`src/rtl/pwm_saw_down.sv`:
```
module pwm_saw_down #(
  parameter int CNT_W = 10
) (
  input  logic             clk,
  input  logic             rst_n,
  input  logic             run,
  input  logic [CNT_W-1:0] frame_len,
  input  logic [CNT_W-1:0] duty,
  input  logic             invert,
  output logic             pwm_out
);
  localparam logic [CNT_W-1:0] ONE = 1;

  logic [CNT_W-1:0] cnt, duty_q, frame_q;
  logic live;
  logic reload;
  logic on_raw;

  assign reload = !live || (cnt == '0);

  always_ff @(posedge clk or negedge rst_n) begin
    if (!rst_n) begin
      cnt     <= '0;
      duty_q  <= '0;
      frame_q <= '0;
      live    <= 1'b0;
    end else if (!run) begin
      cnt  <= '0;
      live <= 1'b0;
    end else if (reload) begin
      cnt     <= frame_len - ONE;
      duty_q  <= duty;
      frame_q <= frame_len;
      live    <= 1'b1;
    end else begin
      cnt <= cnt - ONE;
    end
  end

  assign on_raw  = live && (cnt < duty_q);
  assign pwm_out = on_raw ^ invert;

  p_idle_r1: assert property (@(posedge clk) disable iff (!rst_n)
    !run |=> !live);

  p_step_r2: assert property (@(posedge clk) disable iff (!rst_n)
    (run && live && cnt != '0) |=> (cnt == $past(cnt) - ONE));

  p_bound_r2: assert property (@(posedge clk) disable iff (!rst_n)
    (live && frame_q != '0) |-> (cnt < frame_q));

  p_off_edge_r3: assert property (@(posedge clk) disable iff (!rst_n)
    (run && $past(run) && $fell(on_raw)) |-> (cnt == frame_q - ONE));

  p_duty_hold_r4: assert property (@(posedge clk) disable iff (!rst_n)
    (run && live && cnt != '0) |=> $stable(duty_q));

  p_frame_hold_r9: assert property (@(posedge clk) disable iff (!rst_n)
    (run && live && cnt != '0) |=> $stable(frame_q));
endmodule

```
`config.mk`:
```
export PLATFORM = sky130hd
export DESIGN_NAME = pwm_saw_down
export DESIGN_NICKNAME = d
export VERILOG_FILES = /design/src/rtl/pwm_saw_down.sv
export SDC_FILE = /design/constraint.sdc
export NUM_CORES = 1
export LEC_CHECK = 0
export BUFFER_PORTS_ARGS = -buffer_cell sky130_fd_sc_hd__buf_4
export CAP_MARGIN = 20
export CORE_MARGIN = 10
export CORE_UTILIZATION = 60
export DETAILED_ROUTE_END_ITERATION = 6
export HOLD_SLACK_MARGIN = 0.08
export MAX_ROUTING_LAYER = met4
export PLACE_DENSITY_LB_ADDON = 0.2
export SYNTH_ARGS = -nofsm -noshare
export SYNTH_HDL_FRONTEND = slang
export SYNTH_SLANG_ARGS = --single-unit
```
`constraint.sdc`:
```
create_clock -name clk -period 7.6 [get_ports clk]
set_input_delay 0.38 -clock clk [delete_from_list [all_inputs] [get_ports clk]]
set_output_delay 0.38 -clock clk [all_outputs]
set_load 0.005 [all_outputs]
```
Yosys cells after proc, flatten, opt, wreduce, memory -nomap -nowiden

Index checks and enable logic that the tools add are counted.

Flip-flop bits (word level): 21
Input port bits: 24
Output and inout port bits: 1

Add/subtract/negate cells: 2
$lt $le $gt $ge: 1
Equality and inequality tests: 1
Multiplexer cells: 4
Bitwise gates (word level): 1
Reductions and logical operators: 5

Operator list:

| operator                                                              | number |
|---|---|
| 10-bit two-way mux                                                    | 2 |
| 10-bit by 1-bit subtractor with 10-bit output (second input constant) | 2 |
| 10-bit zero test                                                      | 1 |
| 10-bit less-than comparator                                           | 1 |
| 1-bit two-way mux                                                     | 2 |
| 2-bit by 1-bit != test with 1-bit output (second input constant)      | 1 |
| 2-bit AND reduction                                                   | 1 |
| 1-bit logical AND                                                     | 1 |
| 1-bit zero test                                                       | 1 |
| 1-bit logical OR                                                      | 1 |
| 1-bit XOR                                                             | 1 |

Longest topological paths before layout

Word-level depth: 4
Depth in mapped cells: 9
Gate-level depth less buffers: 8

Least setup slack after synthesis

No wires, ideal clock.

Path kind: reg2reg
Start point: reg cnt[5]
End point: reg cnt[6]
Setup time: 0.119 ns
Arrival time: 2.587 ns
Required time: 7.481 ns
Path slack: 4.894 ns
Stages on the path, launching flop included: 10
Path buffers: 1
Cells stage by stage: dfrtp_1 > or4_1 > buf_4 > o31ai_4 > mux2i_1 > ha_1 > o21ai_0 > a211oi_1 > o32ai_1 > and2_1

Word-level cells in the longest chain between the ends: 4
Elaborated cells between the ends (all ways): 5
Those cells by class: add/sub (1); mux (2); reduce/logical (2)

Ends and longest elaborated chain:

| item                                                                                  | RTL line | source |
|---|---|---|
| from (decl)                                                                           | 14       | `logic [CNT_W-1:0] cnt, duty_q, frame_q;` |
| from (signal assigned)                                                                | 31       | `cnt <= frame_len - ONE;` |
| from (signal assigned)                                                                | 36       | `cnt <= cnt - ONE;` |
| branches (longest 2 deep; another with 10-bit by 1-bit subtractor with 10-bit output) | -        |  |
| 10-bit two-way mux *                                                                  | 30       | `end else if (reload) begin` |
| 10-bit two-way mux *                                                                  | 27       | `end else if (!run) begin` |

Mark *: on every way between the ends.
A chain may end at the register's enable or synchronous reset.

Worst setup path after layout

Ends and elaborated chain as after synthesis.

==> reports/summary.txt <==
status - finished clean
WL/cell - 16.7 um
#FFs+latches synth - 21
# nets final - 214
P_leak - 0.000810 uW
Die H - 69.6 um
Post-CTS Hold Buffers - 1
Core ar. - 0.00228 mm2
Syn. warnings - 0
Slew @ Worst Pin - 0.809 ns
WP data arrival - 3.34 ns
final setup violation count - 0
Seq pwr share - 42.9%
Synth top area share - 35.6%
Worst setup EP type - register
total track usage - 14.1%
Worst slew margin - 46.1%
DRC viols - 0
maxcap violations - 0
Final Util - 74.6%
ys flop type - dfrtp_1
Die Wd - 69.6 um
clk sinks - 21
Num CTS Buffers - 3
CP required - 7.80 ns
Gate power share - 41.4%
final period utilization - 41.4%
largest net degree at the start of global routing - 25
Post-synth EDFFs - 0
via count - 1304
cell taking the most area after synthesis - dfrtp_1
final instance area - 0.00170 mm2
power share of the clock group - 15.7%
Sequential cell area - 526 um2
worst min-delay path category - primary input to register
die area - 0.00484 mm2
Slew Limit Fails - 0
RD Place Congestion - 0.881
DRT antenna net count - 0
global-route wire length before repair - 5870 um
# port buffers - 24
Overflow after GRT - 0
antenna cells - 0
# fillers - 165
Setup Buffers After CTS - 0
CTS max path bufs - 2
Setup WS pre-CTS - 4.52 ns
register area share after synthesis - 35.6%
Vias/cell - 6.30
Post-Syn Area - 0.00148 mm2
initial antenna violation count - 0
Mapped Cells - 156
most common cell in the netlist - dfrtp_1
synth unique cells - 40
Fmax - 0.318 GHz
Power Density - 204 mW/mm2
Tmin final - 3.15 ns
post-route insts no fill - 207
worst IR drop on VDD - 0.155 mV
syn_area_per_cell - 9.46 um2
setup_tns - 0 ns
P&R area growth vs syn - 15.1%
layout cells sized above 1 - 25.7%
Mapped Nets - 190
clk_lat worst skew - 0.31 ns
critical path class - register to register
Clock transition at path regs - 0.13 ns
CTS tree - yes
DP Cell Count - 202
placed cell areas - 0.00166 mm2
synth cell count leaders - dfrtp_1 (21), nor2_1 (14), inv_1 (12), nor3_1 (11)
Hold Vio Cnt, Final - 0
Multi-input gate area - 875 um2
row cnt - 17
Internal - 217 uW
async set-reset flop share out of synthesis - 100%
Initial DRT Pass Iterations - 4
Final Worst Setup Slack - 4.45 ns
H-tree depth - 1
Initial Util - 64.8%
critical path startpoint category - register
Total Wirelength - 3470 um
I/O pin count - 25
vias in the first global route - 1363
top cells by area, synth - dfrtp_1 (36%), ha_1 (8.5%), mux2_2 (7.6%)
Root Driver - clkbuf_4
Post-CTS Resized - 0
iteration-0 DRC count of the detailed router - 104
DPL Wire Length - 2770 um
RSZ-0062 raised after global routing - false
switching power - 129 uW
Switching Share - 37.3%
clk_skew - 0.0134 ns
worst-path maximum fanout - 8
-- logic make-up after synthesis --
kind of cell    count (synthesis)  share of synthesized area, %
compound gates                 39                          19.5
xor+xnor                        3                          1.78
fa+ha+maj                      10                          8.48
buf+inv                        18                          5.09
flops                          21                          35.6
mux                            15                          11.4
simple gates                   50                          18.2
-- metrics by stage --
step                      hold WS, ns  power [uW]
after floorplan                0.0844         254
after global placement          0.277         284
after detailed placement        0.280         293
after CTS                       0.239         348
after global routing            0.235         374
final                           0.249         347
-- placed cells by master, fill, tap and decap left out, drive strengths merged --
cell type	n
dfrtp	21
nor3b	2
clkbuf	3
and2	2
a211oi	1
a31o	1
or3	1
nand2	6
o41ai	2
a21oi	9
mux2	11
or4	4
o31ai	2
or3b	1
o21ai	10
a2111oi	1
o32ai	1
nor4	1
inv	12
buf	24
a21o	3
mux2i	4
nand3	2
a22oi	6
nand4	1
nor2	14
o311ai	1
xor2	1
ha	10
nand2b	3
a221oi	2
or2	1
clkinv	1
nor3	11
xnor2	2
and3	1
dlygate4sd3	1
-- cell type report --
cell class	count	share of cell area, %
tap	28	2.06
clock inverter	1	0.295
clock buffer	3	1.33
sequential	21	31.0
timing repair buffer	25	11.2
multi-input combinational	117	51.5
inverter	12	2.65
-- power groups by stage --
stage	clock network (uW)	registers (uW)	logic [uW]
final	54.4	149	143
after global routing	61.8	151	161
after CTS	56.5	148	143
after detailed placement	0	151	142
after global placement	0	149	135
after floorplan	0	144	110
-- sequential cells by signal (all words and copies together), names as in the netlist --
signal and count:
cnt 10, duty_q 10, live 1
-- worst paths after layout --
path,startpoint,slack (ns),cells past startpoint,to
worst max-delay path,cnt[5],4.45,8,cnt[6]
worst min-delay path,run,0.25,1,live
worst max register to register,cnt[5],4.45,8,cnt[6]
worst min register to register,duty_q[6],0.53,1,duty_q[6]
max in group asynchronous,rst_n,6.89,2,cnt[3]
min in group asynchronous,rst_n,0.48,2,duty_q[3]
-- critical path, stage by stage, from the launching register on --
cell	delay [ns]
dfrtp_1	0.45
or4_1	0.73
o31ai_4	0.57
mux2i_1	0.29
ha_1	0.21
o21ai_0	0.23
a211oi_1	0.26
o32ai_1	0.12
and2_1	0.18
-- per-layer routing --
metal	track usage, %	vias up	wire, um
met1	15.4	637	1430
met5	-	-	0
met2	25.7	45	1850
li1	-	620	-
met4	1.77	0	9
met3	3.28	2	178
Power figures use the tool's default switching activity.
